$ cat config.mk
export PLATFORM = sky130hd
export DESIGN_NAME = rng_ctrl
export DESIGN_NICKNAME = d
export VERILOG_FILES = /design/src/rtl/rng_pkg.sv /design/src/rtl/rng_seq.sv /design/src/rtl/rng_obuf.sv /design/src/rtl/rng_ctrl.sv
export SDC_FILE = /design/constraint.sdc
export NUM_CORES = 1
export LEC_CHECK = 0
export BUFFER_PORTS_ARGS = -buffer_cell sky130_fd_sc_hd__buf_4
export CAP_MARGIN = 20
export CORE_MARGIN = 3
export CORE_UTILIZATION = 50
export CTS_BUF_LIST = sky130_fd_sc_hd__clkbuf_2 sky130_fd_sc_hd__clkbuf_4 sky130_fd_sc_hd__clkbuf_8
export DETAILED_ROUTE_END_ITERATION = 10
export PLACE_DENSITY = 0.84
export SYNTH_ARGS = -nofsm -noshare
export SYNTH_HDL_FRONTEND = slang
export SYNTH_HIERARCHICAL = 1
export SYNTH_SLANG_ARGS = --single-unit
$ cat constraint.sdc
create_clock -name clk -period 7.7 [get_ports clk]
set_clock_uncertainty 0.1 [all_clocks]
set_input_delay 0 -clock clk [delete_from_list [all_inputs] [get_ports clk]]
set_output_delay 0 -clock clk [all_outputs]
set_load 0.03 [all_outputs]
$ cat src/rtl/rng_pkg.sv
package rng_pkg;
    typedef enum logic [1:0] {
        ST_OFF  = 2'd0,
        ST_CRST = 2'd1,
        ST_INIT = 2'd2,
        ST_RUN  = 2'd3
    } rng_state_e;

    localparam int unsigned DIV_W = 4;

    localparam logic [1:0] ADDR_CTRL = 2'd0;
    localparam logic [1:0] ADDR_STAT = 2'd1;
    localparam logic [1:0] ADDR_DATA = 2'd2;

    // control register image, enable in bit 0
    typedef struct packed {
        logic [DIV_W-1:0] div;
        logic             lock;
        logic             crst;
        logic             ie;
        logic             en;
    } ctrl_t;
endpackage

$ cat src/rtl/rng_seq.sv
module rng_seq
    import rng_pkg::*;
#(
    parameter int unsigned INIT_CYCLES = 16
) (
    input  logic       clk,
    input  logic       rst_n,
    input  logic       en,
    input  logic       crst,
    output rng_state_e state,
    output logic       accept,
    output logic       flush
);
    localparam int unsigned IC_W = $clog2(INIT_CYCLES + 1);
    localparam logic [IC_W-1:0] LAST = IC_W'(INIT_CYCLES - 1);

    rng_state_e state_q, state_d;
    logic [IC_W-1:0] init_cnt;
    logic init_done;

    assign init_done = (init_cnt == LAST);

    always_ff @(posedge clk or negedge rst_n) begin
        if (!rst_n) state_q <= ST_OFF;
        else        state_q <= state_d;
    end

    always_ff @(posedge clk or negedge rst_n) begin
        if (!rst_n)                 init_cnt <= '0;
        else if (state_q != ST_INIT) init_cnt <= '0;
        else if (!init_done)        init_cnt <= init_cnt + IC_W'(1);
    end

    always_comb begin
        state_d = state_q;
        unique case (state_q)
            ST_OFF: begin
                if (crst)    state_d = ST_CRST;
                else if (en) state_d = ST_INIT;
            end
            ST_CRST: begin
                if (!crst)   state_d = en ? ST_INIT : ST_OFF;
            end
            ST_INIT: begin
                if (crst)           state_d = ST_CRST;
                else if (!en)       state_d = ST_OFF;
                else if (init_done) state_d = ST_RUN;
            end
            ST_RUN: begin
                if (crst)     state_d = ST_CRST;
                else if (!en) state_d = ST_OFF;
            end
            default: state_d = ST_OFF;
        endcase
    end

    always_comb begin
        state  = state_q;
        accept = (state_q == ST_RUN) && !crst;
        flush  = crst || (state_q == ST_CRST);
    end
endmodule

$ cat src/rtl/rng_obuf.sv
module rng_obuf #(
    parameter int unsigned WORD_W = 32,
    parameter int unsigned DEPTH  = 4
) (
    input  logic              clk,
    input  logic              rst_n,
    input  logic              flush,
    input  logic              in_valid,
    input  logic [WORD_W-1:0] in_data,
    input  logic              pop,
    output logic              out_valid,
    output logic [WORD_W-1:0] out_data,
    output logic [$clog2(DEPTH+1)-1:0] front_lvl
);
    localparam int unsigned CW = $clog2(DEPTH + 1);
    localparam int unsigned IW = (DEPTH > 1) ? $clog2(DEPTH) : 1;
    localparam logic [CW-1:0] FULL = CW'(DEPTH);

    logic [WORD_W-1:0] front [DEPTH];
    logic [WORD_W-1:0] back  [DEPTH];
    logic [CW-1:0] front_cnt, back_cnt, front_after;
    logic [IW-1:0] rd_idx, wr_idx;
    logic pop_ok, move, take;

    assign pop_ok      = pop && (front_cnt != '0);
    assign front_after = front_cnt - CW'(pop_ok);
    assign move        = (front_after == '0) && (back_cnt == FULL);
    assign take        = in_valid && (move || (back_cnt != FULL));
    assign wr_idx      = move ? '0 : back_cnt[IW-1:0];

    always_ff @(posedge clk or negedge rst_n) begin
        if (!rst_n) begin
            front_cnt <= '0;
            back_cnt  <= '0;
            rd_idx    <= '0;
        end else if (flush) begin
            front_cnt <= '0;
            back_cnt  <= '0;
            rd_idx    <= '0;
        end else if (move) begin
            front_cnt <= FULL;
            back_cnt  <= CW'(take);
            rd_idx    <= '0;
        end else begin
            front_cnt <= front_after;
            back_cnt  <= back_cnt + CW'(take);
            rd_idx    <= rd_idx + IW'(pop_ok);
        end
    end

    always_ff @(posedge clk) begin
        if (!flush && move) begin
            for (int i = 0; i < int'(DEPTH); i++) front[i] <= back[i];
        end
        if (!flush && take) back[wr_idx] <= in_data;
    end

    assign out_valid = (front_cnt != '0);
    assign out_data  = front[rd_idx];
    assign front_lvl = front_cnt;
endmodule

$ cat src/rtl/rng_ctrl.sv
module rng_ctrl
    import rng_pkg::*;
#(
    parameter int unsigned WORD_W      = 32,
    parameter int unsigned INIT_CYCLES = 16,
    parameter int unsigned BUF_DEPTH   = 4
) (
    input  logic              clk,
    input  logic              rst_n,
    input  logic              bus_sel,
    input  logic              bus_wr,
    input  logic [1:0]        bus_addr,
    input  logic [WORD_W-1:0] bus_wdata,
    output logic [WORD_W-1:0] bus_rdata,
    input  logic              ent_valid,
    input  logic [WORD_W-1:0] ent_data,
    input  logic              seed_err_in,
    input  logic              clk_err_in,
    output logic              irq
);
    localparam int unsigned CTRL_W = $bits(ctrl_t);
    localparam int unsigned LVL_W  = $clog2(BUF_DEPTH + 1);

    ctrl_t ctrl_q, wr_ctrl;
    logic seed_err_q, clk_err_q, any_err;
    logic ctrl_wr, stat_wr, data_rd, read_ok;
    logic drdy, seq_accept, seq_flush, buf_flush;
    logic [WORD_W-1:0] buf_data;
    logic [LVL_W-1:0]  front_lvl;
    rng_state_e state;
    logic unused_wdata;

    assign wr_ctrl      = ctrl_t'(bus_wdata[CTRL_W-1:0]);
    assign unused_wdata = ^bus_wdata[WORD_W-1:CTRL_W];
    assign ctrl_wr  = bus_sel && bus_wr && (bus_addr == ADDR_CTRL);
    assign stat_wr  = bus_sel && bus_wr && (bus_addr == ADDR_STAT);
    assign data_rd  = bus_sel && !bus_wr && (bus_addr == ADDR_DATA);
    assign any_err  = seed_err_q || clk_err_q;
    assign read_ok  = data_rd && drdy && !any_err;
    assign buf_flush = seq_flush || seed_err_in || clk_err_in;

    always_ff @(posedge clk or negedge rst_n) begin
        if (!rst_n) begin
            ctrl_q <= '0;
        end else if (ctrl_wr) begin
            ctrl_q.en   <= wr_ctrl.en;
            ctrl_q.crst <= wr_ctrl.crst;
            if (!ctrl_q.lock) begin
                ctrl_q.ie   <= wr_ctrl.ie;
                ctrl_q.lock <= wr_ctrl.lock;
                ctrl_q.div  <= wr_ctrl.div;
            end
        end
    end

    always_ff @(posedge clk or negedge rst_n) begin
        if (!rst_n) begin
            seed_err_q <= 1'b0;
            clk_err_q  <= 1'b0;
        end else begin
            if (seed_err_in)  seed_err_q <= 1'b1;
            else if (stat_wr) seed_err_q <= seed_err_q & bus_wdata[2];
            if (clk_err_in)   clk_err_q  <= 1'b1;
            else if (stat_wr) clk_err_q  <= clk_err_q & bus_wdata[1];
        end
    end

    rng_seq #(.INIT_CYCLES(INIT_CYCLES)) u_seq (
        .clk    (clk),
        .rst_n  (rst_n),
        .en     (ctrl_q.en),
        .crst   (ctrl_q.crst),
        .state  (state),
        .accept (seq_accept),
        .flush  (seq_flush)
    );

    rng_obuf #(.WORD_W(WORD_W), .DEPTH(BUF_DEPTH)) u_buf (
        .clk       (clk),
        .rst_n     (rst_n),
        .flush     (buf_flush),
        .in_valid  (ent_valid && seq_accept && !any_err),
        .in_data   (ent_data),
        .pop       (read_ok),
        .out_valid (drdy),
        .out_data  (buf_data),
        .front_lvl (front_lvl)
    );

    always_comb begin
        bus_rdata = '0;
        if (bus_sel && !bus_wr) begin
            unique case (bus_addr)
                ADDR_CTRL: bus_rdata = WORD_W'(ctrl_q);
                ADDR_STAT: bus_rdata = WORD_W'({seed_err_q, clk_err_q, drdy});
                ADDR_DATA: bus_rdata = read_ok ? buf_data : '0;
                default:   bus_rdata = '0;
            endcase
        end
    end

    assign irq = ctrl_q.ie && (drdy || any_err);
endmodule

# After elaboration in Yosys (flattened, before gate mapping)
# Memories as Yosys holds them, arrays and structs flattened.
# Cells that the tools add are included.
# word_totals
wordCells	100
register_bits	25
mem_bits_rw	256
out_inout_bits	33
mem_count	2
input_bits	73
# op_classes
n_addsub	4
bitwise	3
eq_ne	14
n_mux	31
reduce_logical	34
# mem_list
name	words	word_bits	read_ports	rd_ports_with_merged_regs	write_ports	line	text
u_buf.back	4	32	4	0	1	rng_obuf.sv:20	logic [WORD_W-1:0] back [DEPTH];
u_buf.front	4	32	1	0	4	rng_obuf.sv:19	logic [WORD_W-1:0] front [DEPTH];
# op_table
cell	n
$pmux 32 s3	1
$mux 32	2
$mux 2	12
$logic_and 1x1->1	16
$mux 3	4
$mux 5	2
$mux 1	9
$ne 3x3->1 const B	3
$pmux 2 s4	1
$eq 2x2->1 const B	3
$logic_or 1x1->1	6
$ne 2x2->1 const B	3
$add 5x1->5 const B	1
$eq 5x4->1 const B	1
$eq 2x1->1 const B	2
$logic_not 1->1	4
$logic_not 2->1	2
$ne 4x3->1 const B	1
$reduce_and 4->1	1
$reduce_bool 2->1	2
$add 3x1->3	1
$eq 3x3->1 const B	1
$logic_not 3->1	1
$reduce_bool 3->1	1
5 further kinds	6

# Logic depth before layout (Yosys ltp)
# Gate-level depths: netlist of run 1.
# depth
word_depth	14
ltp_mapped	14
depth_no_buf	13

# Cells and area by module
# Netlist of run 1, hierarchy kept.
# modules_own_cells
module	instances	area_per_inst_um2	seq_area_each_um2	cells_each
rng_obuf	1	8984.9	7887.6	338
rng_ctrl	1	784.5	250.2	75
rng_seq	1	360.3	175.2	33

# Worst setup path after synthesis of run 1
# No wires, ideal clock.
# synth_path
kind	register -> register
start	register u_buf.front_cnt[1], in the netlist u_buf/front_lvl[1]
end	memory u_buf.front[0][0] (enable)
synth_period_minus_slack_ns	8.001
setup_time_ns	0.617
stages_incl_launch_ff	11
path_buffers	1
slack_ns	-0.301
required_ns	6.983
arrival_ns	7.284
cell_sequence	dfrtp_1 or3_1 nand3b_4 nor4_4 buf_6 and2_1 ha_1 ha_1 xnor2_2 nand4_1 nor2_1
# synth_lines
element	line	text
from (decl)	rng_obuf.sv:21	logic [CW-1:0] front_cnt, back_cnt, front_after;
from (signal assigned)	rng_obuf.sv:45	front_cnt <= front_after;
to (decl)	rng_obuf.sv:19	

==> reports/metrics.yaml, run 1 <==
job:
  max-cap-violations: 0
synthesis:
  netlist_area_um2: 10100
  avgSynthCellArea_um2: 22.7
  synth_cell_types: 46
  ys_seq_area_share_pct: 82.1
  syn_nets: 526
  syn_inst: 446
  yosysWarnings: 6
  ys_ff_latch: 281
sta:
  finalSetupTns_ps: 0
  timing.final.crit_period_ps: 3440
  fin_crit_sh_pct: 44.6
  tightest_slew_ps: 1040
  drv_slew: 0
  fmax_mhz: 291
  setup_ws_ps: 4260
  setup_viol: 0
  maxSlewHeadroom_pct: 31.0
  rsz0062_at_grt: "false"
  hold_viol_final: 0
global_route:
  use_met1_pct: 19.8
  grt_pass1_wl_mm: 27.0
  use_met2_pct: 27.8
  grt-busiest-layer: "met2"
  grt_pass1_vias: 5100
  grt_max_degree: 73
  grtUsageTotal_pct: 16.0
  grt_util_met3_pct: 3.53
  antenna_found_initial: 0
  grt-ovfl-total: 0
clocking:
  cts_setup_buffers: 0
  cts-root-buf: "clkbuf_8"
  clock-sinks: 281
  cts_resized: 0
  clock_latency_ps: 530
  numCtsBuffers: 43
  cts_tree: "yes"
  clk_pin_slew_ps: 60
  htreeDepth: 2
  clock_path_buffers: 3
power:
  ir_drop_mv: 0.146
  switching_share_pct: 19.5
  p_seq_share_pct: 57.7
  p_clk_share_pct: 38.3
  power.switching_mw: 0.568
  internal_power_mw: 2.35
  combPwrFrac_pct: 3.9
  power.leakage_nw: 4.32
  powerDensity_nw_per_um2: 236
die:
  die_w_um: 148
  fp.dieH_um: 148
  core_area_um2: 19700
  die-area_um2: 22000
  start_util_pct: 51.5
  io-pin-count: 106
  rows: 51
worst_setup_path:
  cp.required_ps: 7740
  crit_fanout: 72
  crit_path_end_kind: "register"
  arrival_ps: 3480
  critical_path_class: "reg2reg"
  critPathLaunchType: "register"
cells_and_area:
  antenna_cells: 0
  register_area_um2: 8320
  multi_input_area_um2: 1670
  drive_gt1_share_pct: 30.6
  final_cell_mix: "256 x edfxtp_1, 90 x buf_4, 55 x dlygate4sd3_1"
  final_common_cell: "edfxtp_1"
  layout.nets: 702
  fill_cells: 1328
  area_growth_pct: 22.0
routing:
  vias: 4704
  drt_iter0_markers: 245
  firstDrtPassIters: 4
  antenna_left: 0
  wl_per_cell_um: 18.6
  drc_errors: 0
  vias_per_cell: 5.15
  wirelength_mm: 17.0
place:
  port_buffers: 81
  dpl.hpwl_mm: 9.76
  routabilityCongestion: 0.801
  post-place-ws_ps: 4320
outcome:
  status: "finished, final reports clean"
min_path:
  hold_path.class: "in2reg"
[worst paths after layout]
| kind | start | endpoint | slack, ps | cells after the start |
|---|---|---|---|---|
| setup / recovery | u_buf/front_lvl[1] | u_buf/front[2][16] | 4260 | 10 |
| hold / removal | ent_data[25] | u_buf/back[1][25] | 110 | 2 |
| setup reg to reg | u_buf/front_lvl[1] | u_buf/front[2][16] | 4260 | 10 |
| hold reg to reg | u_buf/back[1][0] | u_buf/front[1][0] | 310 | 0 |
| max in group asynchronous | rst_n | u_buf/rd_idx[0] | 6660 | 4 |
| min in group asynchronous | rst_n | u_seq/init_cnt[1] | 390 | 3 |
[layer usage]
layer	vias up	share of wire, %
li1	2144	-
met1	2392	41
met2	132	52
met3	36	5.5
met4	0	2.3
met5	-	0
[cells in the mapped netlist (all sizes together)]
| master | instances | share of area (%) |
|---|---|---|
| o31a | 1 | 0.086 |
| nand3 | 1 | 0.049 |
| buf | 14 | 1.5 |
| mux2i | 5 | 0.49 |
| and4b | 1 | 0.099 |
| a21boi | 1 | 0.074 |
| and2b | 1 | 0.099 |
| or3 | 2 | 0.12 |
| xnor2 | 4 | 0.42 |
| mux2 | 7 | 0.78 |
| a21o | 5 | 0.37 |
| clkbuf | 1 | 0.037 |
| a2111oi | 1 | 0.15 |
| dfrtp | 25 | 6.2 |
| nor4 | 1 | 0.21 |
| mux4 | 32 | 7.2 |
| and3 | 1 | 0.062 |
| nor4bb | 1 | 0.25 |
| nand4b | 2 | 0.32 |
| nor3 | 7 | 0.35 |
| nand2b | 7 | 0.43 |
| nor2b | 2 | 0.12 |
| nor2 | 10 | 0.37 |
| inv | 4 | 0.15 |
| nand4 | 1 | 0.062 |
| ha | 7 | 0.86 |
| nand2 | 2 | 0.074 |
| and2 | 25 | 1.5 |
| o21ai | 2 | 0.099 |
| a21oi | 2 | 0.099 |
| nand3b | 1 | 0.20 |
| xor2 | 2 | 0.17 |
| and4 | 1 | 0.11 |
| o211ai | 1 | 0.074 |
| a22o | 5 | 0.46 |
| edfxtp | 256 | 76 |
| nor3b | 5 | 0.42 |
[sequential cells by signal, indices dropped and copies added, names as in the netlist]
name,flops
clk_err_q,1
ctrl_q,8
seed_err_q,1
u_buf/back,128
u_buf/back_cnt,3
u_buf/front,128
u_buf/front_lvl,3
u_buf/rd_idx,2
u_seq/init_cnt,5
u_seq/state,2
[timing repair]
item	CTS	global route
hold endpoints to repair	171	0
setup endpoints to repair	0	0
hold buffers	55	0
[logic make-up after synthesis]
family | synth area share, %
xor gates and xnor gates | 0.593
muxes | 8.46
and+or+nand+nor | 4.89
adders and majority gates | 0.865
buffers and inverters | 1.72
AOI/OAI and AO/OA | 1.41
DFF | 82.1
[worst max-delay path, cell delays in order, from the launching register on]
cell	delay, ps
dfrtp_1	380
or3_1	470
nand3b_4	130
nor4_4	40
and2_1	160
ha_1	190
ha_1	220
xnor2_2	240
nand4_1	230
nor2_4	150
buf_4	700
[metrics by stage]
stage / power (mW) / utilization [%] / cells / hold slack [ps] / instance area, um^2
5_1_grt: 3.04 / 62.9 / 913 / 96.9 / 12400
2_1_floorplan: 1.75 / - / 446 / -396 / 10100
6_report: 2.92 / 62.9 / 913 / 112 / 12400
3_5_place_dp: 1.79 / 56.0 / 786 / -183 / 11000
3_3_place_gp: 1.78 / 56.0 / 786 / -196 / 11000
4_1_cts: 2.95 / 62.8 / 912 / 76.4 / 12300
[area by class of cell]
cell class / count / share of cell area [%]
sequential: 281 / 67.3
multi-input combinational: 146 / 13.5
timing repair buffer: 146 / 10.0
clock buffer: 55 / 5.57
tap: 265 / 2.68
clock inverter: 16 / 0.739
inverter: 4 / 0.122
[power by group through the flow]
stage               clock network (mW)  registers [mW]  logic (mW)
floorplan                            0            1.71      0.0352
global placement                     0            1.71      0.0687
detailed placement                   0            1.72      0.0747
CTS                               1.16            1.68       0.113
global route                      1.22            1.69       0.126
finish                            1.12            1.68       0.115
No activity file was read; power rests on OpenSTA's default activity.
==> run 2, diff against run 1 <==
- clock period: 7.7 -> 2.87 ns (I/O delays scaled with it)
==> reports/metrics.yaml, run 2 (synthesis gave the netlist of run 1 again) <==
outcome:
  status: "finished with violations"
  violations: "setup timing"
routing:
  drt-met1-wl_mm: 7.29  # +5.3%
  vias_per_cell: 5.12  # -0.64%
  vias: 4761  # +1.2%
  wl_met2_mm: 10.1  # +15%
  drt_iter0_markers: 345  # +41%
  routed.top_layer: "met4"
  firstDrtPassIters: 4  # unchanged
  antenna_left: 0  # unchanged
  drc_errors: 0  # unchanged
  wl_met3_um: 936  # +0.86%
  wl_per_cell_um: 20.0  # +7.3%
  wirelength_mm: 18.6  # +9.3%
sta:
  hold_viol_final: 0  # unchanged
  maxSlewHeadroom_pct: 38.0  # +7.0 points
  setup_viol: 2  # +2
  fmax_mhz: 348  # +20%
  drv_slew: 0  # unchanged
  fin_crit_sh_pct: 100  # +56 points
  tightest_slew_ps: 931  # -105 ps
  timing.final.crit_period_ps: 2870  # -561 ps
  setup_ws_ps: -4.76  # -4270 ps
worst_setup_path:
  rr_startpoint: "u_buf/front_lvl[2]"
  cp_cell_sequence: "or3_4, nand3b_4, nor4_4, and2_4, ha_4, ha_4, xnor2_4, nand3_2, a2111oi_4, buf_6, buf_6"
  arrival_ps: 3040  # -440 ps
  crit_path_end_kind: "register"
  timing.rr.end: "u_buf/back[0][2]"
  cp.required_ps: 3030  # -4710 ps
  r2r_slack_ps: -5  # -4270 ps
  crit_fanout: 8  # -89%
  r2r_cells: 11  # +1
  critical_path_class: "reg2reg"
  critPathLaunchType: "register"
  critPathSlowestCell: "or3_4"
  slowest_delay_ps: 420  # -280 ps
place:
  routabilityCongestion: 0.812  # +1.3%
  port_buffers: 81  # unchanged
  dp_cells: 790  # +0.51%
  dpl.hpwl_mm: 10.5  # +7.3%
global_route:
  grt_pass1_vias: 5245  # +2.8%
  grtUsageTotal_pct: 16.6  # +0.61 points
  grt-ovfl-total: 0  # unchanged
  grt_pass1_wl_mm: 27.8  # +2.8%
  grt_max_degree: 69  # -5.5%
  antenna_found_initial: 0  # unchanged
die:
  core_area_um2: 19700  # unchanged
  die-area_um2: 22000  # unchanged
  fp.dieH_um: 148  # unchanged
  io-pin-count: 106  # unchanged
  die_w_um: 148  # unchanged
  start_util_pct: 51.5  # unchanged
  rows: 51  # unchanged
power:
  powerDensity_nw_per_um2: 628  # +170%
  p_total_mw: 8.00  # +170%
  ir_drop_mv: 0.492  # +240%
  power.leakage_nw: 4.47  # +3.3%
clocking:
  htreeDepth: 2  # unchanged
  cts-root-buf: "clkbuf_8"
  cts_tree: "yes"
  clock_latency_ps: 560  # +30 ps
  numCtsBuffers: 42  # -2.3%
  clk_pin_slew_ps: 60  # about the same
  clock-sinks: 281  # unchanged
  clock_path_buffers: 3  # unchanged
min_path:
  hp-start: "ent_data[25]"
  holdPathEnd: "u_buf/back[2][25]"
  hold_path.class: "in2reg"
  whs_path_depth: 2  # unchanged
cells_and_area:
  final_common_cell: "edfxtp_1"
  drive_gt1_share_pct: 33.4  # +2.8 points
  final_cell_mix: "256 x edfxtp_1, 89 x buf_4, 54 x dlygate4sd3_1"
  final_cells: 930  # +1.9%
  antenna_cells: 0  # unchanged
  area_growth_pct: 25.7
  layout.nets: 712  # +1.4%
  reg_top3: "u_buf/back: 128 flops, u_buf/front: 128 flops, ctrl_q: 8 flops"
job:
  max-cap-violations: 0  # unchanged
-- run 2: cell count changes in the layout (fill, tap and decap cells not counted), sizes merged --
cell,change
clkinv,+9
buf,+9
inv,+2
dlygate4sd3,-1
clkbuf,-3
bufinv,+1
-- run 2: layout make-up --
class	count	area (um^2)
clock inverter	28	209
tap	265	332
fill	1271	6930
timing repair buffer	157	1490
inverter	4	15.0
sequential	281	8320
clock buffer	49	631
multi-input combinational	146	1740
-- run 2: critical path, delay by kind of cell, from the launching register on --
family          cells  cell delay (ps)
compound gates      1              330
xor+xnor            1              210
fa+ha+maj           2              330
buf+inv             2              370
flops               1              380
simple gates        5              850
-- run 2: per-layer routing --
layer,track usage [%],up-vias
met5,0,-
met2,29.8,147
met3,4.24,26
li1,-,2180
met1,19.6,2408
met4,5.64,0
-- run 2: stage by stage --
| step | worst slack [ps] | util, % | hold slack [ps] | setup TNS (ps) | instance area [um^2] |
|---|---|---|---|---|---|
| detailed placement | -33.7 | 56.7 | -174 | -704 | 11100 |
| CTS | 11.1 | 64.1 | 28.7 | 0 | 12600 |
| global placement | 8.83 | 56.7 | -191 | 0 | 11100 |
| finish | -4.76 | 64.8 | 82.9 | -9.33 | 12700 |
| global route | -65.4 | 64.8 | 50.7 | -4140 | 12700 |
| floorplan | -1440 | - | -396 | -207670 | 10200 |
-- run 2: power breakdown --
group,internal (mW),switching [mW],leakage [nW]
Combinational,0.190,0.126,1.41
Sequential,4.48,0.0417,2.62
Clock,1.68,1.48,0.439
Total,6.35,1.65,4.47
-- run 2: worst max-delay path by stage --
stage / startpoint / endpoint / slack, ps / cells after the start
6_report: u_buf/front_lvl[2] / u_buf/back[0][2] / -5 / 11
3_5_place_dp: u_buf/front_lvl[0] / u_buf/back[0][25] / -30 / 10
3_3_place_gp: u_buf/front_lvl[0] / u_buf/back[0][25] / 9 / 10
2_1_floorplan: u_buf/front_lvl[0] / u_buf/front[0][0] / -1440 / 10
4_1_cts: u_buf/front_lvl[0] / u_buf/back[0][10] / 10 / 11
5_1_grt: u_buf/front_lvl[2] / u_buf/back[0][6] / -70 / 11
-- run 2: timing repair --
action                                 CTS  global route
pin swaps                                1             5
buffers inserted                         1             3
gates cloned                             1             3
gates resized for setup                  8             4
setup endpoints to repair               32           161
endpoints found under the hold margin  171             0
hold buffers                            55             0
==> run 3, diff against run 2 <==
==> constraint.sdc (replaced) <==
create_clock -name clk -period 2.87 [get_ports clk]
set_clock_uncertainty 0.1 [all_clocks]
set_input_delay 0.574 -clock clk [delete_from_list [all_inputs] [get_ports clk]]
set_output_delay 0.574 -clock clk [all_outputs]
set_load 0.03 [all_outputs]
==> reports/metrics.yaml, run 3 (synthesis gave the netlist of run 1 again) <==
min_path:
  whs_path_depth: 1  # -1
  hp-start: "ent_data[19]"
  hold_path.class: "in2reg"
  holdPathEnd: "u_buf/back[3][19]"
clocking:
  cts_tree: "yes"
  cts-root-buf: "clkbuf_8"
  numCtsBuffers: 43  # +2.4%
  htreeDepth: 2  # unchanged
  clock-sinks: 281  # unchanged
  clock_latency_ps: 530  # -30 ps
  clk_pin_slew_ps: 70  # about the same
  clock_path_buffers: 3  # unchanged
worst_setup_path:
  arrival_ps: 3010  # -30 ps
  crit_fanout: 7  # -1
  cp.required_ps: 3010  # -20 ps
  crit_path_end_kind: "register"
  critPathLaunchType: "register"
  rr_startpoint: "u_buf/front_lvl[2]"
  r2r_slack_ps: -0.1  # about the same
  critical_path_class: "reg2reg"
  r2r_cells: 11  # unchanged
  timing.rr.end: "u_buf/back[0][0]"
outcome:
  violations: "setup timing"
  status: "finished with violations"
sta:
  hold_viol_final: 0  # unchanged
  timing.final.crit_period_ps: 2870  # -4.63 ps
  drv_slew: 0  # unchanged
  setup_viol: 1  # -1
  fin_crit_sh_pct: 100  # -0.16 points
  fmax_mhz: 348  # +0.16%
  maxSlewHeadroom_pct: 63.3  # +25 points
  rsz0062_at_grt: "true"
  tightest_slew_ps: 547  # -384 ps
  setup_ws_ps: -0.131  # +4.63 ps
global_route:
  grt_pass1_wl_mm: 26.6  # -4.3%
  antenna_found_initial: 0  # unchanged
  grt_max_degree: 65  # -5.8%
  grt_pass1_vias: 4923  # -6.1%
  grt-ovfl-total: 0  # unchanged
  grtUsageTotal_pct: 15.7  # -0.87 points
cells_and_area:
  area_growth_pct: 23.6
  final_cell_mix: "256 x edfxtp_1, 97 x buf_4, 46 x clkbuf_8"
  layout.nets: 685  # -3.8%
  fin_util_pct: 63.7  # -1.1 points
  antenna_cells: 0  # unchanged
  reg_top3: "u_buf/back: 128 flops, u_buf/front: 128 flops, ctrl_q: 8 flops"
  final_area_um2: 12500  # -1.7%
  final_common_cell: "edfxtp_1"
  drive_gt1_share_pct: 39.3  # +6.0 points
power:
  powerDensity_nw_per_um2: 627  # -0.23%
  power.leakage_nw: 4.42  # -1.1%
  ir_drop_mv: 0.476  # -3.3%
  p_total_mw: 7.84  # -1.9%
die:
  start_util_pct: 51.5  # unchanged
  fp.dieH_um: 148  # unchanged
  die-area_um2: 22000  # unchanged
  die_w_um: 148  # unchanged
  io-pin-count: 106  # unchanged
  core_area_um2: 19700  # unchanged
  rows: 51  # unchanged
place:
  routabilityCongestion: 0.839  # +3.4%
  port_buffers: 81  # unchanged
  dpl.hpwl_mm: 10.5  # about the same
  placed_area_um2: 11200  # +0.79%
  post-place-ws_ps: -136  # -102 ps
routing:
  vias: 4713  # -1.0%
  wirelength_mm: 18.6  # -0.19%
  drt_iter0_markers: 307  # -11%
  vias_per_cell: 5.22  # +2.0%
  firstDrtPassIters: 5  # +1
  antenna_left: 0  # unchanged
  wl_per_cell_um: 20.6  # +2.8%
  drc_errors: 0  # unchanged
job:
  max-cap-violations: 0  # unchanged
[run 3: power breakdown]
part / leakage (nW) / internal [mW] / switching [mW]
clock: 0.438 / 1.71 / 1.40
combinational: 1.36 / 0.110 / 0.102
sequential: 2.62 / 4.48 / 0.0411
[run 3: worst max-delay path by stage]
| stage | start | endpoint | cells after the start |
|---|---|---|---|
| 6_report | u_buf/front_lvl[2] | u_buf/back[0][0] | 11 |
| 5_1_grt | u_buf/front_lvl[2] | u_buf/back[0][4] | 11 |
| 4_1_cts | u_buf/front_lvl[1] | u_buf/back[0][4] | 10 |
| 3_5_place_dp | u_buf/front_lvl[1] | u_buf/back[0][15] | 10 |
| 3_3_place_gp | bus_wr | u_buf/back[0][15] | 10 |
| 2_1_floorplan | bus_addr[0] | u_buf/front[0][0] | 10 |
[run 3: metrics by stage]
step,hold slack [ps],setup TNS (ps),instances
floorplan,178,-232070,446
global placement,300,-6810,803
detailed placement,305,-14100,803
CTS,117,-707,885
global route,117,-7960,903
finish,141,-0.131,903
[run 3: area by class of cell]
class,instances,area [um^2]
tap,265,332
multi-input combinational,146,1740
inverter,4,15.0
fill,1304,7140
clock buffer,58,717
sequential,281,8320
clock inverter,20,111
timing repair buffer,129,1280
[run 3: critical path: stages, from the launching register on]
cell,delay [ps]
dfrtp_1,380
or3_4,430
nand3b_4,100
nor4_4,40
and2_4,160
ha_4,160
ha_4,170
xnor2_4,150
nand3_2,120
a2111oi_4,410
buf_6,200
clkbuf_16,160
[run 3: per-layer routing]
| layer | up-vias | share of wire (%) | GRT usage (%) |
|---|---|---|---|
| met5 | - | 0 | 0 |
| met4 | 0 | 1.7 | 4.85 |
| met3 | 32 | 7.5 | 4.24 |
| met2 | 172 | 51 | 27.2 |
| met1 | 2391 | 39 | 19.6 |
| li1 | 2118 | - | - |
[run 3: repair_timing]
action / 4_1_cts / 5_1_grt
pin swaps: 1 / 6
hold buffers: 1 / 0
cloned: 0 / 13
gates resized for setup: 6 / 26
buffers inserted: 3 / 5
endpoints found under the hold margin: 25 / 0
setup endpoints to repair: 192 / 176
